--- src/rtl/shadow_attr_pkg.sv ---
package shadow_attr_pkg;
  localparam logic [1:0] SRC_DRAM = 2'b01;
  localparam logic [1:0] SRC_BUS  = 2'b10;
  localparam logic [1:0] WR_BLOCK = 2'b00;
  localparam logic [1:0] WR_DRAM  = 2'b01;
  localparam logic [1:0] WR_BUS   = 2'b10;

  typedef struct packed {
    logic [1:0] rd;
    logic [1:0] wr;
  } seg_attr_t;

  function automatic logic [7:0] reg_reset_value(input int unsigned off);
    case (off)
      2:  return 8'h84;
      4:  return 8'h07;
      5:  return 8'hF0;
      6:  return 8'h30;
      7:  return 8'h91;
      8:  return 8'h80;
      9:  return 8'h10;
      10: return 8'h80;
      11: return 8'h10;
      default: return 8'h00;
    endcase
  endfunction

  function automatic seg_attr_t shadow_rule(input logic master, input logic en,
                                            input logic wp, input logic wr_dram);
    seg_attr_t a;
    if (master && en) begin
      a.rd = SRC_DRAM;
      a.wr = wp ? WR_BLOCK : WR_DRAM;
    end else if (wr_dram) begin
      a.rd = SRC_BUS;
      a.wr = WR_DRAM;
    end else begin
      a.rd = SRC_BUS;
      a.wr = WR_BUS;
    end
    return a;
  endfunction
endpackage

--- src/rtl/shadow_cfg_regs.sv ---
module shadow_cfg_regs #(
  parameter int          NUM_REGS   = 12,
  parameter logic [7:0]  IDX_PORT   = 8'h22,
  parameter logic [7:0]  DATA_PORT  = 8'h24,
  parameter logic [7:0]  INDEX_BASE = 8'h20
) (
  input  logic                          clk,
  input  logic                          rst_n,
  input  logic                          io_wr,
  input  logic                          io_rd,
  input  logic [7:0]                    io_addr,
  input  logic [7:0]                    io_wdata,
  output logic [7:0]                    io_rdata,
  output logic [NUM_REGS-1:0][7:0]      regs_o,
  output logic                          soft_reset_o
);
  import shadow_attr_pkg::*;

  localparam logic [7:0] INDEX_LAST = INDEX_BASE + 8'(NUM_REGS - 1);
  localparam logic [7:0] LOCK_MASK0 = 8'h3F;

  logic [7:0] index_q;
  logic [7:0] off;
  logic       in_window;
  logic       data_wr;
  logic       idx_wr;
  logic       pulse_q;
  logic [NUM_REGS-1:0][7:0] regs_q;

  assign in_window = (index_q >= INDEX_BASE) && (index_q <= INDEX_LAST);
  assign off       = index_q - INDEX_BASE;
  assign data_wr   = io_wr && (io_addr == DATA_PORT);
  assign idx_wr    = io_wr && (io_addr == IDX_PORT);

  always_ff @(posedge clk) begin
    if (!rst_n)      index_q <= '0;
    else if (idx_wr) index_q <= io_wdata;
  end

  for (genvar g = 0; g < NUM_REGS; g++) begin : g_reg
    localparam logic [7:0] WMASK = (g == 0) ? LOCK_MASK0 : 8'hFF;
    always_ff @(posedge clk) begin
      if (!rst_n)
        regs_q[g] <= reg_reset_value(g);
      else if (data_wr && in_window && (off == 8'(g)))
        regs_q[g] <= (regs_q[g] & ~WMASK) | (io_wdata & WMASK);
    end
  end

  always_ff @(posedge clk) begin
    if (!rst_n) pulse_q <= 1'b0;
    else        pulse_q <= data_wr && in_window && (off == 8'd0) &&
                           !regs_q[0][0] && io_wdata[0];
  end

  always_comb begin
    io_rdata = 8'hFF;
    if (io_rd && (io_addr == DATA_PORT) && in_window)
      for (int k = 0; k < NUM_REGS; k++)
        if (off == 8'(k)) io_rdata = regs_q[k];
  end

  assign regs_o       = regs_q;
  assign soft_reset_o = pulse_q;

  assert_index_hold_R1: assert property (@(posedge clk) disable iff (!rst_n)
    data_wr |=> $stable(index_q));
  assert_lock_bits_R4: assert property (@(posedge clk) disable iff (!rst_n)
    (data_wr && in_window && off == 8'd0) |=> regs_q[0][7:6] == $past(regs_q[0][7:6]));
  assert_pulse_single_R5: assert property (@(posedge clk) disable iff (!rst_n)
    pulse_q |=> !pulse_q);
  assert_pulse_cause_R5: assert property (@(posedge clk) disable iff (!rst_n)
    pulse_q |-> $past(data_wr && io_wdata[0]));
  assert_oob_write_R12: assert property (@(posedge clk) disable iff (!rst_n)
    (data_wr && !in_window) |=> $stable(regs_q));
endmodule

--- src/rtl/shadow_seg_decode.sv ---
module shadow_seg_decode #(
  parameter int C_SEGS  = 4,
  parameter int DE_SEGS = 8
) (
  input  logic [7:0]                       cfg_shadow,
  input  logic [7:0]                       cfg_enable,
  input  logic [7:0]                       cfg_low,
  output logic [2*(C_SEGS+DE_SEGS+1)-1:0]  rd_src,
  output logic [2*(C_SEGS+DE_SEGS+1)-1:0]  wr_pol
);
  import shadow_attr_pkg::*;

  localparam int NSEG    = C_SEGS + DE_SEGS + 1;
  localparam int TOP_SEG = NSEG - 1;
  localparam int HALF_DE = DE_SEGS / 2;

  logic wr_dram_all;
  assign wr_dram_all = cfg_low[6];

  for (genvar i = 0; i < C_SEGS; i++) begin : g_c
    seg_attr_t a;
    assign a = shadow_rule(cfg_low[4], cfg_low[i], cfg_low[5], wr_dram_all);
    assign rd_src[2*i +: 2] = a.rd;
    assign wr_pol[2*i +: 2] = a.wr;
  end

  for (genvar j = 0; j < DE_SEGS; j++) begin : g_de
    seg_attr_t a;
    if (j >= HALF_DE) begin : g_e
      assign a = shadow_rule(cfg_shadow[6], cfg_enable[j], cfg_shadow[4], wr_dram_all);
    end else begin : g_d
      assign a = shadow_rule(cfg_shadow[5], cfg_enable[j], cfg_shadow[3], wr_dram_all);
    end
    assign rd_src[2*(C_SEGS+j) +: 2] = a.rd;
    assign wr_pol[2*(C_SEGS+j) +: 2] = a.wr;
  end

  assign rd_src[2*TOP_SEG +: 2] = cfg_shadow[7] ? SRC_BUS : SRC_DRAM;
  assign wr_pol[2*TOP_SEG +: 2] = cfg_shadow[7] ? WR_DRAM : WR_BLOCK;
endmodule

--- src/rtl/shadow_attr_ctrl.sv ---
module shadow_attr_ctrl #(
  parameter int         C_SEGS     = 4,
  parameter int         DE_SEGS    = 8,
  parameter int         NUM_REGS   = 12,
  parameter logic [7:0] IDX_PORT   = 8'h22,
  parameter logic [7:0] DATA_PORT  = 8'h24,
  parameter logic [7:0] INDEX_BASE = 8'h20
) (
  input  logic                                 clk,
  input  logic                                 rst_n,
  input  logic                                 io_wr,
  input  logic                                 io_rd,
  input  logic [7:0]                           io_addr,
  input  logic [7:0]                           io_wdata,
  output logic [7:0]                           io_rdata,
  output logic                                 soft_reset,
  output logic                                 halt_reset_en,
  output logic                                 ext_cache_en,
  output logic [2*(C_SEGS+DE_SEGS+1)-1:0]      seg_rd_src,
  output logic [2*(C_SEGS+DE_SEGS+1)-1:0]      seg_wr_pol
);
  import shadow_attr_pkg::*;

  localparam int NSEG    = C_SEGS + DE_SEGS + 1;
  localparam int TOP_SEG = NSEG - 1;

  logic [NUM_REGS-1:0][7:0] regs;

  shadow_cfg_regs #(
    .NUM_REGS(NUM_REGS), .IDX_PORT(IDX_PORT),
    .DATA_PORT(DATA_PORT), .INDEX_BASE(INDEX_BASE)
  ) u_regs (
    .clk(clk), .rst_n(rst_n), .io_wr(io_wr), .io_rd(io_rd),
    .io_addr(io_addr), .io_wdata(io_wdata), .io_rdata(io_rdata),
    .regs_o(regs), .soft_reset_o(soft_reset)
  );

  shadow_seg_decode #(.C_SEGS(C_SEGS), .DE_SEGS(DE_SEGS)) u_decode (
    .cfg_shadow(regs[2]), .cfg_enable(regs[3]), .cfg_low(regs[6]),
    .rd_src(seg_rd_src), .wr_pol(seg_wr_pol)
  );

  assign halt_reset_en = regs[0][1];
  assign ext_cache_en  = regs[1][4];

  for (genvar s = 0; s < NSEG; s++) begin : g_chk
    assert_legal_src_R10: assert property (@(posedge clk) disable iff (!rst_n)
      (seg_rd_src[2*s +: 2] == SRC_DRAM) || (seg_rd_src[2*s +: 2] == SRC_BUS));
    assert_blocked_reads_dram_R8: assert property (@(posedge clk) disable iff (!rst_n)
      (seg_wr_pol[2*s +: 2] == WR_BLOCK) |-> (seg_rd_src[2*s +: 2] == SRC_DRAM));
  end

  assert_top_seg_pair_R7: assert property (@(posedge clk) disable iff (!rst_n)
    (seg_rd_src[2*TOP_SEG +: 2] == SRC_BUS) |-> (seg_wr_pol[2*TOP_SEG +: 2] == WR_DRAM));
endmodule

--- config.mk ---
export PLATFORM = sky130hd
export DESIGN_NAME = shadow_attr_ctrl
export DESIGN_NICKNAME = d
export VERILOG_FILES = /design/src/rtl/shadow_attr_pkg.sv /design/src/rtl/shadow_cfg_regs.sv /design/src/rtl/shadow_seg_decode.sv /design/src/rtl/shadow_attr_ctrl.sv
export SDC_FILE = /design/constraint.sdc
export NUM_CORES = 1
export LEC_CHECK = 0
export BUFFER_PORTS_ARGS = -buffer_cell sky130_fd_sc_hd__buf_2
export CORE_ASPECT_RATIO = 0.9
export CORE_UTILIZATION = 50
export DETAILED_ROUTE_END_ITERATION = 8
export PLACE_DENSITY = 0.71
export SLEW_MARGIN = 15
export SYNTH_ARGS = -nofsm -noshare
export SYNTH_HDL_FRONTEND = slang
export SYNTH_SLANG_ARGS = --single-unit
--- constraint.sdc ---
create_clock -name clk -period 3.7 [get_ports clk]
set_input_delay 0.37 -clock clk [delete_from_list [all_inputs] [get_ports clk]]
set_output_delay 0.37 -clock clk [all_outputs]
set_load 0.02 [all_outputs]
==> flow_summary.yaml <==
worst_setup_path:
  startpoint_type: "register"
  worstPathMaxFanout: 20
  slowest_delay_ps: 820
  crit_start: "u_regs.index_q[1]$_SDFFE_PN0P_"
  crit_path_top_delay_cell: "dfxtp_1"
  crit_buf_inv: 2
  path_class: "register to primary output"
  crit_chain: "buf_4 > nor2b_1 > a221oi_1 > a21oi_1 > nor3_1 > o2111ai_1 > buf_2"
  cp-end-kind: "primary output"
  arrival_ps: 2740
  required_ps: 3330
  cp_top_family: "flip-flops"
  r2r_start: "u_regs.index_q[6]$_SDFFE_PN0P_"
outcome:
  status: "finished, final reports clean"
clock_network:
  cts.repair.resized: 0
  htree_num_levels: 3
  post-cts-setup-buffers: 0
  ctsHoldBuffers: 0
  cts_root_buf: "clkbuf_16"
  clk_latency_ps: 350
  cts_buffer_depth: 2
  cts_made_buffers: 9
  clkTransAtPathRegs_ps: 70
  cts_sinks: 103
  tritoncts: "yes"
finish:
  final_net_count: 692
  n_antenna_cell: 0
  multi_input_comb_area_um2: 3210
  finalNonFillerCells: 809
  fill_cells: 940
  layout.area.seq_um2: 2060
  area_delta_synth_final_pct: 14.6
  layout-drive-gt1-share_pct: 22.3
synthesis:
  synth.ff_latch_count: 103
  ys_top_cells_by_area: "dfxtp_1, mux2i_1, nor2b_1"
  yosysSeqAreaShare_pct: 37.1
  synth_area_leader_cell: "dfxtp_1"
  synth-edff-count: 0
  synth.most_common_cell: "dfxtp_1"
  synth_top_area_share_pct: 37.1
  synth_commonest_cells: "dfxtp_1, nand2_1, mux2i_1"
  ys.flop_type: "dfxtp_1"
  synth.cell_area_um2: 5560
  syn-num-nets: 634
  synthArstFlopShare_pct: 0
  ys_warn_count: 0
  synthDistinctLibCells: 64
  synthCells: 613
  synth_area_per_cell_um2: 9.07
sta:
  fin_crit_ps: 3110
  finalSetupViolCount: 0
  finalCritPeriodShare_pct: 84.0
  finalSetupTns_ps: 0
  worst_pin_slew_ps: 927
  final_max_slew_viol_count: 0
  rsz0062_at_grt: "false"
  max-slew-margin-rel_pct: 38.2
  timing.fmax_mhz: 322
  hold_viol: 0
  timing.clock.skew_ps: 10.7
floorplanning:
  die_y_um: 102
  core_area_um2: 10800
  die_area_um2: 11500
  ioPinCount: 83
  die_x_um: 113
  start_util_pct: 51.4
  num_rows: 36
pwr:
  pwr-share-comb_pct: 3.3
  power_frac_clock_pct: 47.9
  p_int_uw: 1810
  p_sw_uw: 460
  leakagePower_uw: 0.00238
  swShare_pct: 20.3
  power_per_cell_area_nw_per_um2: 356
  p_seq_share_pct: 48.8
  peakVddDrop_uv: 274
global_routing:
  grt_pass1_wl_um: 24200
  antenna_found_initial: 0
  grt_pass1_vias: 4351
  grtUsageTotal_pct: 27.8
  gr-total-overflow: 0
  grt_max_degree: 90
placement:
  routabilityCongestion: 0.993
  hpwl_um: 11200
  port_buffers: 81
  place_inst: 793
routing:
  first_iter_violations: 509
  viasPerCell: 5.88
  wl_um: 15600
  ant_nets: 0
  dr.pass1.iters: 5
  drc: 0
  post_drt_wl_per_cell_um: 19.3
  via_count: 4758
min_path:
  hold_path.class: "input port to register"
  hold_start: "io_wdata[3]"
flow_run:
  maxCapViolCount: 0
[cell families (layout without fill, tap and decap cells)]
| kind of cell | Yosys count | in the layout | share of synthesized area, % |
|---|---|---|---|
| fa+ha+maj | 1 | 1 | 0.225 |
| other cells | 1 | 1 | 0.0674 |
| compound gates | 98 | 98 | 12.4 |
| buf+inv | 70 | 133 | 5.33 |
| flops | 103 | 103 | 37.1 |
| xor+xnor | 1 | 1 | 0.293 |
| simple gates | 238 | 238 | 25.0 |
| mux | 101 | 101 | 19.5 |
[path summary, 6_finish.rpt]
| kind | slack (ps) | cells after the start | to |
|---|---|---|---|
| max | 590 | 7 | io_rdata[7] |
| min | 430 | 3 | u_regs.regs_o[75]$_SDFFE_PN0P_ |
| max reg2reg | 780 | 7 | u_regs.regs_o[14]$_SDFFE_PN0P_ |
| min reg2reg | 450 | 2 | u_regs.regs_o[15]$_SDFFE_PN0P_ |
[layer usage]
metal  wire length (um)  share of wire, %  vias up  track usage [%]
li1                   -                 -     2261                -
met1               6970                45     2258             37.5
met2               7020                45      199             43.1
met3               1240               7.9       40             6.47
met4                418               2.7        0             11.4
met5                  0                 0        -                0
[state kept, by name, summed over array words and instances, names as in the netlist]
| name | flops |
|---|---|
| u_regs.index_q | 8 |
| u_regs.regs_o | 94 |
| u_regs.soft_reset_o | 1 |
[per-stage QoR]
stage	power (uW)	utilization [%]	hold slack [ps]	worst slack (ps)	instance area, um2
after floorplan	1180	-	416	1350	5560
after detailed placement	1210	55.8	446	810	6030
final	2270	58.9	435	593	6370
after global placement	1210	55.8	440	935	6030
after global routing	2330	58.9	438	435	6370
after CTS	2280	58.9	426	615	6370
[layout by cell type (no fill, tap or decap), types with 7 or more instances in the layout]
cell	count
a21oi_1	13
buf_2	80
buf_4	15
clkbuf_16	9
dfxtp_1	103
inv_1	21
mux2_2	9
mux2i_1	87
nand2_1	92
nand3_1	16
nor2_1	27
nor2b_1	57
nor4_4	7
o21ai_0	34
[tightest hold or removal path, delay by kind of cell]
kind,cells,cell delay (ps)
compound gates,1,70
buf+inv,1,210
simple gates,1,100
[power groups by stage]
stage / registers, uW / clock network, uW / logic, uW
after floorplan: 1130 / 0 / 47.2
after global placement: 1130 / 0 / 73.1
after detailed placement: 1130 / 0 / 74.5
after CTS: 1110 / 1100 / 74.7
after global routing: 1110 / 1140 / 80.0
final: 1110 / 1090 / 75.9
[area by class of cell]
cell class              instances  area share, %
clock inverters                 3           1.41
inverters                      22           1.30
clock buffers                  13           3.93
repair buffers                 95           8.05
well taps                     133           2.61
flip-flops and latches        103           32.4
multi-input cells             440           50.3
Note: power is estimated with default switching activity, not from simulation.
